### src/rtl/cp_pkg.sv
package cp_pkg;

    typedef enum logic [2:0] {
        I_IDLE,
        I_RX,
        I_RXACK,
        I_TX,
        I_TXACK
    } i2c_st_e;

    typedef enum logic [1:0] {
        B_ADDR,
        B_IDX,
        B_DATA
    } byte_role_e;

    typedef struct packed {
        logic [1:0] scl_m;
        logic [1:0] sda_m;
        logic       scl_p;
        logic       sda_p;
        i2c_st_e    st;
        byte_role_e role;
        logic [7:0] sh;
        logic [3:0] cnt;
        logic       rw;
        logic       oe;
        logic [7:0] idx;
        logic       wr_v;
        logic [7:0] wr_a;
        logic [7:0] wr_d;
    } i2c_state_t;

endpackage

### src/rtl/cp_i2c_slave.sv
module cp_i2c_slave
    import cp_pkg::*;
#(
    parameter logic [6:0] DEV_ADDR = 7'h2C
) (
    input  logic       clk,
    input  logic       rst_n,
    input  logic       scl_i,
    input  logic       sda_i,
    output logic       sda_oe,
    output logic       wr_v,
    output logic [7:0] wr_a,
    output logic [7:0] wr_d,
    output logic [7:0] rd_a,
    input  logic [7:0] rd_d
);

    i2c_state_t q, d;
    logic scl, sda, rise, fall, start_ev, stop_ev;

    always_comb begin
        d       = q;
        d.wr_v  = 1'b0;
        d.scl_m = {q.scl_m[0], scl_i};
        d.sda_m = {q.sda_m[0], sda_i};
        d.scl_p = q.scl_m[1];
        d.sda_p = q.sda_m[1];

        scl      = q.scl_m[1];
        sda      = q.sda_m[1];
        rise     = scl & ~q.scl_p;
        fall     = ~scl & q.scl_p;
        start_ev = scl & q.scl_p & ~sda & q.sda_p;
        stop_ev  = scl & q.scl_p & sda & ~q.sda_p;

        if (stop_ev) begin
            d.st = I_IDLE;
            d.oe = 1'b0;
        end else if (start_ev) begin
            d.st   = I_RX;
            d.role = B_ADDR;
            d.cnt  = 4'd0;
            d.oe   = 1'b0;
        end else begin
            case (q.st)
                I_RX: begin
                    if (rise) begin
                        d.sh  = {q.sh[6:0], sda};
                        d.cnt = q.cnt + 4'd1;
                    end else if (fall && q.cnt == 4'd8) begin
                        d.cnt = 4'd0;
                        d.st  = I_RXACK;
                        d.oe  = 1'b1;
                        case (q.role)
                            B_ADDR: begin
                                if (q.sh[7:1] == DEV_ADDR) begin
                                    d.rw = q.sh[0];
                                end else begin
                                    d.st = I_IDLE;
                                    d.oe = 1'b0;
                                end
                            end
                            B_IDX: d.idx = q.sh;
                            default: begin
                                d.wr_v = 1'b1;
                                d.wr_a = q.idx;
                                d.wr_d = q.sh;
                                d.idx  = q.idx + 8'd1;
                            end
                        endcase
                    end
                end
                I_RXACK: begin
                    if (fall) begin
                        d.oe = 1'b0;
                        if (q.role == B_ADDR && q.rw) begin
                            d.st  = I_TX;
                            d.sh  = rd_d;
                            d.oe  = ~rd_d[7];
                            d.cnt = 4'd0;
                        end else begin
                            d.st   = I_RX;
                            d.role = (q.role == B_ADDR) ? B_IDX : B_DATA;
                        end
                    end
                end
                I_TX: begin
                    if (rise) begin
                        d.cnt = q.cnt + 4'd1;
                    end else if (fall) begin
                        if (q.cnt == 4'd8) begin
                            d.oe = 1'b0;
                            d.st = I_TXACK;
                        end else begin
                            d.sh = {q.sh[6:0], 1'b1};
                            d.oe = ~q.sh[6];
                        end
                    end
                end
                I_TXACK: begin
                    if (rise && sda) begin
                        d.st = I_IDLE;
                    end else if (fall) begin
                        d.idx = q.idx + 8'd1;
                        d.sh  = rd_d;
                        d.oe  = ~rd_d[7];
                        d.cnt = 4'd0;
                        d.st  = I_TX;
                    end
                end
                default: ;
            endcase
        end
    end

    always_ff @(posedge clk) begin
        if (!rst_n) begin
            q       <= '0;
            q.scl_m <= 2'b11;
            q.sda_m <= 2'b11;
            q.scl_p <= 1'b1;
            q.sda_p <= 1'b1;
            q.st    <= I_IDLE;
            q.role  <= B_ADDR;
        end else begin
            q <= d;
        end
    end

    assign sda_oe = q.oe;
    assign wr_v   = q.wr_v;
    assign wr_a   = q.wr_a;
    assign wr_d   = q.wr_d;
    assign rd_a   = (q.st == I_TXACK) ? q.idx + 8'd1 : q.idx;

endmodule

### src/rtl/cp_regbank.sv
module cp_regbank #(
    parameter int N_CH    = 128,
    parameter int WORD_W  = 32,
    parameter int BULK    = 16,
    parameter int DAC_W   = 16,
    parameter int DLY_MAX = 24,
    parameter int CTL_W   = 4,
    parameter int TEMP_W  = 8,
    localparam int N_BULK    = N_CH / BULK,
    localparam int DLY_W     = $clog2(DLY_MAX + 1)
) (
    input  logic                      clk,
    input  logic                      rst_n,
    input  logic                      cmd_strobe,
    input  logic                      wr_v,
    input  logic [7:0]                wr_a,
    input  logic [7:0]                wr_d,
    input  logic [7:0]                rd_a,
    output logic [7:0]                rd_d,
    input  logic [TEMP_W-1:0]         temp_code,
    output logic [N_CH-1:0]           en_all,
    output logic [DAC_W-1:0]          dac_code,
    output logic [N_BULK*DLY_W-1:0]   bulk_delay,
    output logic [CTL_W-1:0]          reg_ctl
);

    localparam int BPW       = WORD_W / 8;
    localparam int EN_BYTES  = N_CH / 8;
    localparam int DAC_BYTES = DAC_W / 8;
    localparam int A_EN      = 0;
    localparam int A_DAC     = A_EN + EN_BYTES;
    localparam int A_DLY     = A_DAC + DAC_BYTES;
    localparam int A_CTL     = A_DLY + N_BULK;
    localparam int A_TEMP    = A_CTL + 1;

    typedef struct packed {
        logic [N_CH-1:0]         en;
        logic [DAC_W-1:0]        dac;
        logic [N_BULK*DLY_W-1:0] dly;
        logic [CTL_W-1:0]        ctl;
        logic                    pv;
        logic [7:0]              pa;
        logic [7:0]              pd;
    } rb_t;

    rb_t q, d;

    always_comb begin
        d = q;
        if (wr_v) begin
            d.pv = 1'b1;
            d.pa = wr_a;
            d.pd = wr_d;
        end
        if (q.pv && !cmd_strobe) begin
            if (!wr_v) d.pv = 1'b0;
            for (int b = 0; b < EN_BYTES; b++) begin
                if (q.pa == 8'(A_EN + b))
                    d.en[(b / BPW) * WORD_W + (BPW - 1 - (b % BPW)) * 8 +: 8] = q.pd;
            end
            for (int b = 0; b < DAC_BYTES; b++) begin
                if (q.pa == 8'(A_DAC + b))
                    d.dac[(DAC_BYTES - 1 - b) * 8 +: 8] = q.pd;
            end
            for (int i = 0; i < N_BULK; i++) begin
                if (q.pa == 8'(A_DLY + i))
                    d.dly[i * DLY_W +: DLY_W] = (q.pd > 8'(DLY_MAX)) ?
                        DLY_W'(DLY_MAX) : q.pd[DLY_W-1:0];
            end
            if (q.pa == 8'(A_CTL)) d.ctl = q.pd[CTL_W-1:0];
        end
    end

    always_comb begin
        rd_d = '0;
        for (int b = 0; b < EN_BYTES; b++) begin
            if (rd_a == 8'(A_EN + b))
                rd_d = q.en[(b / BPW) * WORD_W + (BPW - 1 - (b % BPW)) * 8 +: 8];
        end
        for (int b = 0; b < DAC_BYTES; b++) begin
            if (rd_a == 8'(A_DAC + b))
                rd_d = q.dac[(DAC_BYTES - 1 - b) * 8 +: 8];
        end
        for (int i = 0; i < N_BULK; i++) begin
            if (rd_a == 8'(A_DLY + i))
                rd_d = 8'(q.dly[i * DLY_W +: DLY_W]);
        end
        if (rd_a == 8'(A_CTL))  rd_d = 8'(q.ctl);
        if (rd_a == 8'(A_TEMP)) rd_d = 8'(temp_code);
    end

    always_ff @(posedge clk) begin
        if (!rst_n) q <= '0;
        else        q <= d;
    end

    assign en_all     = q.en;
    assign dac_code   = q.dac;
    assign bulk_delay = q.dly;
    assign reg_ctl    = q.ctl;

endmodule

### src/rtl/cp_fire.sv
module cp_fire #(
    parameter int N_CH = 128
) (
    input  logic            clk,
    input  logic            rst_n,
    input  logic            cmd_strobe,
    input  logic [N_CH-1:0] en_all,
    output logic [N_CH-1:0] chan_fire
);

    logic [N_CH-1:0] fire_d, fire_q;

    always_comb begin
        fire_d = cmd_strobe ? en_all : '0;
    end

    always_ff @(posedge clk) begin
        if (!rst_n) fire_q <= '0;
        else        fire_q <= fire_d;
    end

    assign chan_fire = fire_q;

endmodule

### src/rtl/calpulse_ctrl.sv
module calpulse_ctrl #(
    parameter int         N_CH     = 128,
    parameter int         WORD_W   = 32,
    parameter int         BULK     = 16,
    parameter int         DAC_W    = 16,
    parameter int         DLY_MAX  = 24,
    parameter int         CTL_W    = 4,
    parameter int         TEMP_W   = 8,
    parameter logic [6:0] DEV_ADDR = 7'h2C,
    localparam int N_BULK = N_CH / BULK,
    localparam int DLY_W  = $clog2(DLY_MAX + 1)
) (
    input  logic                    clk,
    input  logic                    rst_n,
    input  logic                    scl_i,
    input  logic                    sda_i,
    output logic                    sda_oe,
    input  logic                    cmd_strobe,
    input  logic [TEMP_W-1:0]       temp_code,
    output logic [N_CH-1:0]         chan_fire,
    output logic [DAC_W-1:0]        dac_code,
    output logic [N_BULK*DLY_W-1:0] bulk_delay,
    output logic [CTL_W-1:0]        reg_ctl
);

    logic            wr_v;
    logic [7:0]      wr_a, wr_d, rd_a, rd_d;
    logic [N_CH-1:0] en_all;

    cp_i2c_slave #(.DEV_ADDR(DEV_ADDR)) u_i2c (
        .clk(clk), .rst_n(rst_n), .scl_i(scl_i), .sda_i(sda_i), .sda_oe(sda_oe),
        .wr_v(wr_v), .wr_a(wr_a), .wr_d(wr_d), .rd_a(rd_a), .rd_d(rd_d)
    );

    cp_regbank #(
        .N_CH(N_CH), .WORD_W(WORD_W), .BULK(BULK), .DAC_W(DAC_W),
        .DLY_MAX(DLY_MAX), .CTL_W(CTL_W), .TEMP_W(TEMP_W)
    ) u_regs (
        .clk(clk), .rst_n(rst_n), .cmd_strobe(cmd_strobe),
        .wr_v(wr_v), .wr_a(wr_a), .wr_d(wr_d), .rd_a(rd_a), .rd_d(rd_d),
        .temp_code(temp_code), .en_all(en_all), .dac_code(dac_code),
        .bulk_delay(bulk_delay), .reg_ctl(reg_ctl)
    );

    cp_fire #(.N_CH(N_CH)) u_fire (
        .clk(clk), .rst_n(rst_n), .cmd_strobe(cmd_strobe),
        .en_all(en_all), .chan_fire(chan_fire)
    );

endmodule

### config.mk
export PLATFORM = sky130hd
export DESIGN_NAME = calpulse_ctrl
export DESIGN_NICKNAME = d
export VERILOG_FILES = /design/src/rtl/cp_pkg.sv /design/src/rtl/cp_i2c_slave.sv /design/src/rtl/cp_regbank.sv /design/src/rtl/cp_fire.sv /design/src/rtl/calpulse_ctrl.sv
export SDC_FILE = /design/constraint.sdc
export NUM_CORES = 1
export LEC_CHECK = 0
export ABC_AREA = 1
export BUFFER_PORTS_ARGS = -buffer_cell sky130_fd_sc_hd__buf_2
export CORE_ASPECT_RATIO = 0.6
export CORE_UTILIZATION = 54
export CTS_BUF_LIST = sky130_fd_sc_hd__clkbuf_8
export CTS_CLUSTER_DIAMETER = 120
export DETAILED_ROUTE_END_ITERATION = 12
export PLACE_DENSITY = 0.8
export SYNTH_ARGS = -nofsm -noshare
export SYNTH_HDL_FRONTEND = slang
export SYNTH_SLANG_ARGS = --single-unit
### constraint.sdc
create_clock -name clk -period 2.51 [get_ports clk]
set_input_delay 0.3765 -clock clk [delete_from_list [all_inputs] [get_ports clk]]
set_output_delay 0.3765 -clock clk [all_outputs]
set_load 0.01 [all_outputs]
==> summary.txt, run 1 <==
Status
  • Status: finished, violations left
  • Failing checks: negative setup slack

CTS
  • Worst-Skew Late Latency: approximately 0.63 ns
  • CTS buffer count: 53
  • H-tree Lvls: 2
  • Clock Tree Root: clkbuf_8
  • CTS tree: yes
  • Worst-path clk slew: roughly 0.07 ns
  • Clk sinks: 383
  • Clock buffer depth: 3

Worst setup path
  • Crit path cell chain: ha_4, nand3_4, o21bai_4, nand3_4, buf_4, buf_4, buf_4, buf_4, buf_4, buf_4, buf_4, buf_4, buf_4, buf_4, buf_4, buf_4, buf_4, buf_4, buf_4, buf_4, buf_4, buf_4, a31oi_1
  • Slowest stage delay, CP: approximately 0.38 ns
  • Most used cell, CP: buf_4
  • R2R setup slack: -0.88 ns
  • Worst Path Required: 3.03 ns
  • Worst-path fanout max: 4
  • Critical path's top delay family: buffers and inverters
  • Worst setup SP type: register
  • Crit path buf inv count: 18
  • Crit-path slowest cell: dfxtp_4
  • Setup CP Type: register to register
  • CP arrival: approximately 4 ns
  • CP Capture Type: register

Power
  • Peak supply drop: 497.0 uV
  • Power Density: 879.1 mW/mm^2
  • Leak: just over 8 nW
  • Total power: 0.01677 W

Synth
  • Area contributors post-synth: dfxtp_1 50%, a21oi_1 7.8%, o21ai_0 7.7%
  • Synthesized area per cell: ~7.6 um^2
  • #FFs+latches synth: ~380
  • Post-Syn Area: 0.01531 mm^2
  • Sequential fraction of the synthesis area: 50.07%
  • Post-Synth Adder-Cell Area: 0.2451%
  • Leading area contributor after synthesis: dfxtp_1
  • Gate Count Post-Synth: 2011
  • YS warnings: 0
  • Largest family of logic cells by synthesized area: compound AO/OA/AOI/OAI gates
  • Net count after synthesis: 2027
  • Post-Synth XOR/XNOR Area: less than 1%
  • Share of the synthesized area in the top cell type: between 50% and 60%
  • Yosys cell types: 50
  • Synth Area in Compound Gates: 19.16%
  • Mux share of post-synthesis cell area: 0%
  • Area share of and/or/nand/nor cells after synthesis: 18.51%

Floorplan
  • Row count: 47
  • Initial core utilization: 55.29%
  • Core area: between 0.02 and 0.03 mm^2
  • Die Span X: around 220 um
  • Die H: 132.4 um
  • Die ar.: 0.02906 mm^2
  • I/O pin count: 202

Global routing
  • Vias in the first global route: 13537
  • Total global routing overflow: 0
  • Pin count of the biggest net entering global routing: 117
  • First-pass GRT wire length: 75970 um
  • Initial antenna violation count: 0
  • GR Util All Layers: 33.50%

Layout
  • Fraction of layout cells with a size suffix above 1: 26.45%
  • Final std cells w/o fill: ~2700
  • NumNets Final: 2328
  • Antenna diodes: 0
  • Most frequent cells in the layout: 378 x dfxtp_1, 254 x nor2_1, 250 x inv_1, 238 x nand2_1, 236 x o21ai_0
  • Final Util: between 60 and 70%
  • Area growth from synthesis to layout: 24.56%
  • Commonest non-fill, non-tap cell in the layout: dfxtp_1
  • Fill cell count: 2218

Hold path
  • Hold crit path type: input pin to register

STA
  • Maximum achievable frequency: 295.0 MHz
  • Clock skew: 0.03796 ns
  • Fin crit share: 135.1%
  • Max Slew Vio Count: 0
  • Final min period: approximately 3.4 ns
  • Worst setup margin: -0.8798 ns
  • Relative slew slack: 31.64%
  • Fin. Hold Viols: 0
  • Final Setup Violations: 10
  • Slew at the pin with the worst max-slew slack: 1.024 ns
  • RSZ-0062 raised after global routing: yes

Detailed routing
  • Final WL: 50100 um
  • DRT Pass-1 Iters: 6
  • Vias per cell: 5.511
  • WL per Instance: 18.42 um
  • Post-DRT Antenna Nets: 0
  • Iteration-0 DRC Markers: 1863
  • Via count: approximately 15000
  • DRC viols: 0

Placement
  • Dpl cells: 2586
  • Hpwl dp: 34930 um
  • Port bufs: 201
  • Gpl congestion: a little under 1

Run
  • Maximum capacitance violations: 0
[cell usage after synthesis, drive strengths merged]
library cell / n
a311oi: 1
nor2: 283
nand3b: 1
o211ai: 6
a21oi: 241
o21ai: 245
nand3: 45
o221ai: 4
inv: 262
and2: 1
nor4: 2
or2: 20
dfxtp: 383
a32oi: 2
o21a: 2
o21bai: 2
ha: 3
o221a: 1
a31oi: 6
a211oi: 28
nand2: 270
a2111oi: 3
o311ai: 1
a22oi: 1
buf: 68
clkbuf: 77
clkinv: 9
xor2: 1
nor3: 13
o2111ai: 1
o22ai: 4
nand4: 25
[area by class of cell]
class	count	area (um^2)	area share (%)
Multi-Input combinational cell	1212	6155	32.26
Timing Repair Buffer	391	2500	13.11
Clock buffer	66	908.4	4.762
Tap cell	367	459.2	2.407
Clock inverter	29	350.3	1.837
Sequential cell	383	7681	40.27
Inverter	271	1022	5.359
[routing by layer]
layer | track usage [%] | part of all wire [%] | vias to the layer above
met5 | 0 | 0 | -
met4 | 10.49 | 2.8 | 0
met3 | 6.920 | 11 | 121
met2 | 46.18 | 41 | 857
met1 | 51.55 | 45 | 6968
li1 | - | - | 7039
[state kept, by name, summed over array words and instances, names as in the netlist]
register and flops:
u_i2c.sda_oe 1, u_i2c.wr_a 8, u_i2c.q 28, u_i2c.wr_v 1, u_i2c.d 4, u_i2c.wr_d 8, u_regs.dac_code 16, u_regs.q 17
u_fire.chan_fire 128, u_regs.en_all 128, u_regs.reg_ctl 4, u_regs.bulk_delay 40
[power breakdown]
| part | internal (W) | switching, W |
|---|---|---|
| logic | 0.00200 | 0.00270 |
| registers | 0.00622 | 0.000184 |
| clock network | 0.00321 | 0.00245 |
| total | 0.0114 | 0.00534 |
[worst reg2reg max path, stage by stage, from the launching register on]
cell and delay, ns:
dfxtp_4 0.38, ha_4 0.18, nand3_4 0.11, o21bai_4 0.17
nand3_4 0.11, buf_4 0.15, buf_4 0.12, buf_4 0.12
buf_4 0.13, buf_4 0.13, buf_4 0.12, buf_4 0.12
buf_4 0.12, buf_4 0.12, buf_4 0.12, buf_4 0.13
buf_4 0.12, buf_4 0.12, buf_4 0.12, buf_4 0.12
buf_4 0.12, buf_4 0.12, buf_4 0.12, a31oi_1 0.12
[through the flow]
step           setup slack, ns  hold slack, ns  setup TNS (ns)  cell area [um^2]
3_5_place_dp           -0.8483          0.3985          -6.661             17190
4_1_cts                -0.7445          0.1220          -6.192             18800
3_3_place_gp           -0.8340          0.3939          -6.310             17190
5_1_grt                -0.9812          0.1450          -8.544             19080
6_report               -0.8798          0.1324          -7.026             19080
2_1_floorplan         0.007713          0.3925               0             15340
[worst paths after layout]
check,from,depth (start not counted),endpoint
worst min register to register,u_i2c.d[49],1,u_i2c.d[45]
worst max-delay path,u_i2c.q[17],23,u_i2c.q[23]
worst min-delay path,temp_code[5],5,u_i2c.q[36]
worst max register to register,u_i2c.q[17],23,u_i2c.q[23]
[timing repair]
action	CTS	global route
pin swaps	25	51
setup buffers	27	10
setup endpoints to repair	9	10
hold buffers	2	0
gates resized for setup	34	59
hold endpoints to repair	2	0
[cells by family (layout without fill, tap and decap cells)]
kind of cell    count (synthesis)  count (layout)
compound gates                548             548
simple gates                  660             660
fa+ha+maj                       3               3
xor+xnor                        1               1
buf+inv                       416             757
flops                         383             383
Note: power is estimated with default switching activity, not from simulation.
==> run 2, diff against run 1 <==
==> constraint.sdc (replaced) <==
create_clock -name clk -period 2.9 [get_ports clk]
set_input_delay 0.435 -clock clk [delete_from_list [all_inputs] [get_ports clk]]
set_output_delay 0.435 -clock clk [all_outputs]
set_load 0.01 [all_outputs]
==> run 2 against run 1 <==
Net effect:
- the run still ends with negative setup slack left
- first-iteration DRC count down 0.97%
- sequential share of layout area up 0.27 points
- via count up 0.79%
- maximum frequency up 2.3%
- utilization down 0.42 points
- register-to-register slack better by 0.47 ns
- worst hold slack better by 0.058 ns
- routed wire length down 1.4%
- non-clock buffer count down 17
- count of clock-buffer cells in the layout up 3
- largest cell class unchanged
==> summary.txt, run 2 (synthesized netlist as in run 1, its figures left out) <==
Detailed routing
  • DRT Pass-1 Iters: 6 (unchanged)
  • Via count: 15103 (was 14985)
  • Final WL: 49390 um (was 50100 um)
  • DRC viols: 0 (unchanged)
  • Vias per cell: 5.594 (was 5.511)
  • Post-DRT Antenna Nets: 0 (unchanged)
  • WL per Instance: 18.29 um (was 18.42 um)
  • Iteration-0 DRC Markers: 1845 (was 1863)

CTS
  • CTS buffer count: 52 (was 53)
  • Clock Tree Root: clkbuf_8 (unchanged)
  • Clock buffer depth: 3 (unchanged)
  • Worst-Skew Late Latency: 0.62 ns (was 0.63 ns)
  • H-tree Lvls: 2 (unchanged)
  • CTS tree: yes (unchanged)
  • Worst-path clk slew: 0.07 ns (about the same)
  • Clk sinks: 383 (unchanged)

Global routing
  • GR Util All Layers: 32.83% (was 33.50%)
  • Pin count of the biggest net entering global routing: 140 (was 117)
  • Initial antenna violation count: 0 (unchanged)
  • Total global routing overflow: 0 (unchanged)
  • First-pass GRT wire length: 74920 um (was 75970 um)
  • Vias in the first global route: 13740 (was 13537)

Hold path
  • Hold crit path type: input pin to register (unchanged)

Power
  • Leak: 8.175 nW (was 8.257 nW)
  • Peak supply drop: 497.5 uV (was 497.0 uV)
  • Power Density: 755.2 mW/mm^2 (was 879.1 mW/mm^2)

Worst setup path
  • CP arrival: 3.81 ns (was 3.91 ns)
  • Worst setup SP type: register (unchanged)
  • CP Capture Type: register (unchanged)
  • R2R setup slack: -0.41 ns (was -0.88 ns)
  • Worst-path fanout max: 6 (was 4)
  • Worst Path Required: 3.40 ns (was 3.03 ns)
  • Slowest stage delay, CP: 0.37 ns (was 0.38 ns)
  • Setup CP Type: register to register (unchanged)
  • Crit-path slowest cell: dfxtp_4 (unchanged)
  • Crit path cell chain: ha_4, nand4_1, nand2_4, nand2_2, o21ai_2, nor2_2, nand2_4, buf_12, buf_8, nor2_4, buf_4, a21oi_2, nand3_1, nor3_2, nand4_1, a21oi_2, o2111ai_2, o21ai_2, nand3_2, nor2_4, nand2_1, nand2_1, a21oi_1 (was ha_4, nand3_4, o21bai_4, nand3_4, buf_4, buf_4, buf_4, buf_4, buf_4, buf_4, buf_4, buf_4, buf_4, buf_4, buf_4, buf_4, buf_4, buf_4, buf_4, buf_4, buf_4, buf_4, a31oi_1)

Floorplan
  • Die ar.: 0.02906 mm^2 (unchanged)
  • Initial core utilization: 55.29% (unchanged)
  • I/O pin count: 202 (unchanged)
  • Die H: 132.4 um (unchanged)
  • Core area: 0.02770 mm^2 (unchanged)
  • Row count: 47 (unchanged)
  • Die Span X: 219.4 um (unchanged)

Layout
  • Commonest non-fill, non-tap cell in the layout: dfxtp_1 (unchanged)
  • Final std cells w/o fill: 2700 (was 2719)
  • NumNets Final: 2311 (was 2328)
  • Most frequent cells in the layout: 374 x dfxtp_1, 257 x inv_1, 253 x nor2_1, 236 x o21ai_0, 233 x a21oi_1 (was 378 x dfxtp_1, 254 x nor2_1, 250 x inv_1, 238 x nand2_1, 236 x o21ai_0)
  • Area growth from synthesis to layout: 23.81% (was 24.56%)
  • Antenna diodes: 0 (unchanged)
  • Fraction of layout cells with a size suffix above 1: 26.23% (was 26.45%)

STA
  • Clock skew: 0.02440 ns (was 0.03796 ns)
  • Relative slew slack: 31.95% (was 31.64%)
  • TNS Setup: -3.419 ns (was -7.026 ns)
  • Final min period: 3.313 ns (was 3.390 ns)
  • Max Slew Vio Count: 0 (unchanged)
  • WHS: 0.1908 ns (was 0.1324 ns)
  • Fin crit share: 114.2% (was 135.1%)
  • Slew at the pin with the worst max-slew slack: 1.019 ns (was 1.024 ns)
  • RSZ-0062 raised after global routing: yes (unchanged)
  • Final Setup Violations: 10 (unchanged)
  • Fin. Hold Viols: 0 (unchanged)
  • Worst setup margin: -0.4128 ns (was -0.8798 ns)
  • Maximum achievable frequency: 301.9 MHz (was 295.0 MHz)

Status
  • Failing checks: negative setup slack (unchanged)
  • Status: finished, violations left (unchanged)

Placement
  • Gpl congestion: 1.011 (was 0.9925)
  • Dpl cells: 2550 (was 2586)
  • Port bufs: 201 (unchanged)
  • Hpwl dp: 33890 um (was 34930 um)
  • Pre-CTS setup slack: -0.5985 ns (was -0.8483 ns)

Run
  • Maximum capacitance violations: 0 (unchanged)
## run 2: path summary, 6_finish.rpt
check | from | to | cells after the start
max | u_i2c.q[17] | u_i2c.q[38] | 23
min | temp_code[6] | u_i2c.q[37] | 5
min reg2reg | u_i2c.d[47] | u_i2c.d[44] | 1
max reg2reg | u_i2c.q[17] | u_i2c.q[38] | 23
## run 2: layer usage
metal | vias up | routed length (um) | GRT usage, % | share of wire [%]
met5 | - | 0 | 0 | 0
met4 | 0 | 1354 | 10.76 | 2.7
met3 | 124 | 6444 | 8.851 | 13
met2 | 1011 | 19910 | 44.97 | 40
met1 | 6959 | 21680 | 49.27 | 44
li1 | 7009 | - | - | -
## run 2: final cells by class
cell class | instances | area, um^2
repair buffers | 374 | 2395
fillers | 2185 | 8737
inverters | 271 | 1022
clock buffers | 69 | 949.7
flip-flops and latches | 383 | 7686
multi-input cells | 1213 | 6267
well taps | 367 | 459.2
clock inverters | 23 | 181.4
## run 2: through the flow
step	area (um^2)	power [W]	util (%)
after floorplan	15310	0.007421	-
after global placement	16880	0.008544	60.93
after detailed placement	16880	0.008602	60.93
after CTS	18530	0.01361	66.90
after global routing	18960	0.01483	68.46
final	18960	0.01432	68.46
## run 2: critical path, delay by kind of cell (launching register included)
kind | cells | cell delay [ns]
and+or+nand+nor | 13 | 1.59
AOI/OAI and AO/OA | 6 | 0.64
buffers and inverters | 3 | 0.38
adders and majority gates | 1 | 0.20
DFF | 1 | 0.37
## run 2: power breakdown
part	switching [W]	internal [W]
Combinational	0.00247	0.00182
Clock	0.00208	0.00239
Sequential	0.000177	0.00539
## run 2: repair_timing
item                                    CTS  global route
resized for setup                        55            74
endpoints found under the setup margin    9            10
buffers inserted                         41            19
hold endpoints to repair                  2             0
gates cloned                              0             1
pin swaps                                40            73
hold buffers                              2             0
==> run 3, diff against run 2 <==
--- a/config.mk
+++ b/config.mk
@@ -11,7 +11,9 @@
 export CORE_UTILIZATION = 54
 export CTS_BUF_LIST = sky130_fd_sc_hd__clkbuf_8
 export CTS_CLUSTER_DIAMETER = 120
+export CTS_CLUSTER_SIZE = 20
 export DETAILED_ROUTE_END_ITERATION = 12
+export MAX_ROUTING_LAYER = met4
 export PLACE_DENSITY = 0.8
 export SYNTH_ARGS = -nofsm -noshare
 export SYNTH_HDL_FRONTEND = slang
==> run 3 against run 2 <==
Net effect:
- the run still ends with negative setup slack left
- critical path depth rose by 1
- clock skew rose by 0.034 ns
- register-to-register slack improved by 0.11 ns
- utilization fell by 2.8 points
- combinational power rose by 2%
- power fell by 14%
- maximum frequency rose by 3.5%
- first-iteration DRC count fell by 4.0%
- routed wire length fell by 2.7%
- cell area fell by 4.1%
- sequential share of layout area rose by 1.7 points
- die area did not move
- critical endpoint is now u_i2c.sda_oe
- largest power group unchanged
- highest routed layer unchanged
==> summary.txt, run 3 (synthesized netlist as in run 1, its figures left out) <==
Status
  • Status: finished, violations left (unchanged)
  • Failing checks: negative setup slack (unchanged)

Run
  • Maximum capacitance violations: 0 (unchanged)

Global routing
  • Initial antenna violation count: 1 (was 0)
  • First-pass GRT wire length: 72840 um (was 74920 um)
  • GR Util All Layers: 33.14% (was 32.83%)
  • Total global routing overflow: 0 (unchanged)
  • Vias in the first global route: 13000 (was 13740)
  • Pin count of the biggest net entering global routing: 111 (was 140)

Worst setup path
  • Worst setup SP type: register (unchanged)
  • Most used cell, CP: nand3_2
  • Worst-path fanout max: 6 (unchanged)
  • Crit-path slowest cell: dfxtp_2 (was dfxtp_4)
  • Worst Path Required: 3.47 ns (was 3.40 ns)
  • Slowest stage delay, CP: 0.38 ns (was 0.37 ns)
  • Worst r2r src: u_i2c.q[18] (was u_i2c.q[17])
  • Worst R2R End: u_i2c.sda_oe (was u_i2c.q[38])
  • CP arrival: 3.77 ns (was 3.81 ns)
  • R2R setup slack: -0.30 ns (was -0.41 ns)
  • Crit path cell chain: ha_4, nand3_4, o21bai_4, nand3_2, nand3_4, inv_4, nand2_8, buf_4, buf_4, nor2_4, buf_4, nand2_2, nand3_2, nor3_4, nand4_1, a21oi_2, o2111ai_1, o21ai_1, nand3_2, nor2_4, nand3_2, nand3_2, nand2_1, inv_1 (was ha_4, nand4_1, nand2_4, nand2_2, o21ai_2, nor2_2, nand2_4, buf_12, buf_8, nor2_4, buf_4, a21oi_2, nand3_1, nor3_2, nand4_1, a21oi_2, o2111ai_2, o21ai_2, nand3_2, nor2_4, nand2_1, nand2_1, a21oi_1)
  • CP Capture Type: register (unchanged)
  • Worst r2r path cells: 24 (was 23)
  • Setup CP Type: register to register (unchanged)

CTS
  • Clock Tree Root: clkbuf_8 (unchanged)
  • CTS tree: yes (unchanged)
  • H-tree Lvls: 1 (was 2)
  • CTS buffer count: 23 (was 52)
  • Clock buffer depth: 3 (unchanged)
  • Worst-path clk slew: 0.13 ns (was 0.07 ns)
  • Worst-Skew Late Latency: 0.65 ns (was 0.62 ns)
  • Clk sinks: 383 (unchanged)

Layout
  • NumNets Final: 2282 (was 2311)
  • Fraction of layout cells with a size suffix above 1: 25.20% (was 26.23%)
  • Fill cell count: 2345 (was 2185)
  • Commonest non-fill, non-tap cell in the layout: dfxtp_1 (unchanged)
  • Area growth from synthesis to layout: 18.76% (was 23.81%)
  • Final Util: 65.66% (was 68.46%)
  • Most frequent cells in the layout: 374 x dfxtp_1, 253 x nor2_1, 243 x inv_1, 235 x o21ai_0, 232 x a21oi_1 (was 374 x dfxtp_1, 257 x inv_1, 253 x nor2_1, 236 x o21ai_0, 233 x a21oi_1)

Detailed routing
  • Final WL: 48080 um (was 49390 um)
  • DRT Pass-1 Iters: 7 (was 6)
  • DRC viols: 0 (unchanged)
  • Vias per cell: 5.523 (was 5.594)
  • Iteration-0 DRC Markers: 1771 (was 1845)
  • WL per Instance: 18.25 um (was 18.29 um)
  • Post-DRT Antenna Nets: 0 (unchanged)
  • Via count: 14548 (was 15103)

Floorplan
  • I/O pin count: 202 (unchanged)
  • Die Span X: 219.4 um (unchanged)
  • Die ar.: 0.02906 mm^2 (unchanged)
  • Initial core utilization: 55.29% (unchanged)
  • Core area: 0.02770 mm^2 (unchanged)
  • Die H: 132.4 um (unchanged)
  • Row count: 47 (unchanged)

STA
  • Maximum achievable frequency: 312.5 MHz (was 301.9 MHz)
  • Fin. Hold Viols: 0 (unchanged)
  • RSZ-0062 raised after global routing: yes (unchanged)
  • Fin crit share: 110.4% (was 114.2%)
  • Final min period: 3.200 ns (was 3.313 ns)
  • Clock skew: 0.05810 ns (was 0.02440 ns)
  • Worst setup margin: -0.3003 ns (was -0.4128 ns)
  • Max Slew Vio Count: 0 (unchanged)
  • Final Setup Violations: 9 (was 10)
  • Slew at the pin with the worst max-slew slack: 0.9855 ns (was 1.019 ns)
  • WHS: 0.05059 ns (was 0.1908 ns)
  • Relative slew slack: 34.21% (was 31.95%)
  • TNS Setup: -2.157 ns (was -3.419 ns)

Power
  • Power Density: 677.7 mW/mm^2 (was 755.2 mW/mm^2)
  • Leak: 7.742 nW (was 8.175 nW)
  • Peak supply drop: 475.1 uV (was 497.5 uV)

Hold path
  • Worst hold path startpoint: scl_i (was temp_code[6])
  • Hold crit path type: input pin to register (unchanged)
  • Hold Crit Endpoint: u_i2c.d[49] (was u_i2c.q[37])
  • Hold Path Depth: 2 (was 5)

Placement
  • Port bufs: 201 (unchanged)
  • Gpl congestion: 1.032 (was 1.011)
  • Hpwl dp: 34420 um (was 33890 um)
  • Pre-CTS setup slack: -0.7104 ns (was -0.5985 ns)
run 3: repair_timing:
item / in CTS / in global routing
pin swaps: 56 / 46
resized for setup: 75 / 69
endpoints found under the setup margin: 9 / 9
setup buffers: 26 / 19
gates cloned: 0 / 0
hold endpoints to repair: 1 / 0
hold buffers: 1 / 0
run 3: report_power, final:
| group | internal (W) | leakage, nW | switching [W] |
|---|---|---|---|
| combinational | 0.00193 | 4.47 | 0.00242 |
| sequential | 0.00539 | 3.09 | 0.000173 |
| clock | 0.000749 | 0.181 | 0.00167 |
run 3: how the worst max path moves through the flow:
stage | endpoint | slack, ns | start
floorplan | u_i2c.q[31] | 0.23 | u_i2c.q[17]
global route | u_i2c.q[32] | -0.50 | u_i2c.q[18]
detailed placement | u_i2c.sda_oe | -0.71 | u_i2c.q[19]
finish | u_i2c.sda_oe | -0.30 | u_i2c.q[18]
global placement | u_i2c.sda_oe | -0.72 | u_i2c.q[19]
CTS | u_i2c.sda_oe | -0.33 | u_i2c.q[18]
run 3: per-layer routing:
metal / track usage, % / wire length [um]
met1: 49.78 / 22050
met2: 44.16 / 19420
met3: 6.989 / 5283
met4: 8.989 / 1317
met5: - / 0
run 3: stage by stage:
| step | instance area, um^2 | cells | power, W |
|---|---|---|---|
| 2_1_floorplan | 15310 | 2011 | 0.007421 |
| 3_3_place_gp | 16970 | 2564 | 0.008652 |
| 3_5_place_dp | 16970 | 2564 | 0.008684 |
| 4_1_cts | 17800 | 2615 | 0.01170 |
| 5_1_grt | 18190 | 2634 | 0.01279 |
| 6_report | 18190 | 2634 | 0.01233 |
run 3: area by class of cell:
type | count | area [um^2] | share of cell area (%)
antenna | 1 | 2.502 | 0.01376
clock buffer | 23 | 316.6 | 1.741
clock inverter | 2 | 31.28 | 0.1720
inverter | 271 | 1027 | 5.648
multi-input combinational | 1212 | 6281 | 34.54
sequential | 383 | 7684 | 42.25
tap | 367 | 459.2 | 2.525
timing repair buffer | 375 | 2386 | 13.12
run 3: worst max-delay path, delay by kind of cell (launching register included):
kind,cells,cell delay (ns)
AND/OR/NAND/NOR,14,1.57
AO/OA/AOI/OAI,4,0.56
buffers and inverters,5,0.47
flip-flops,1,0.38
adder cells (fa/ha/maj),1,0.18
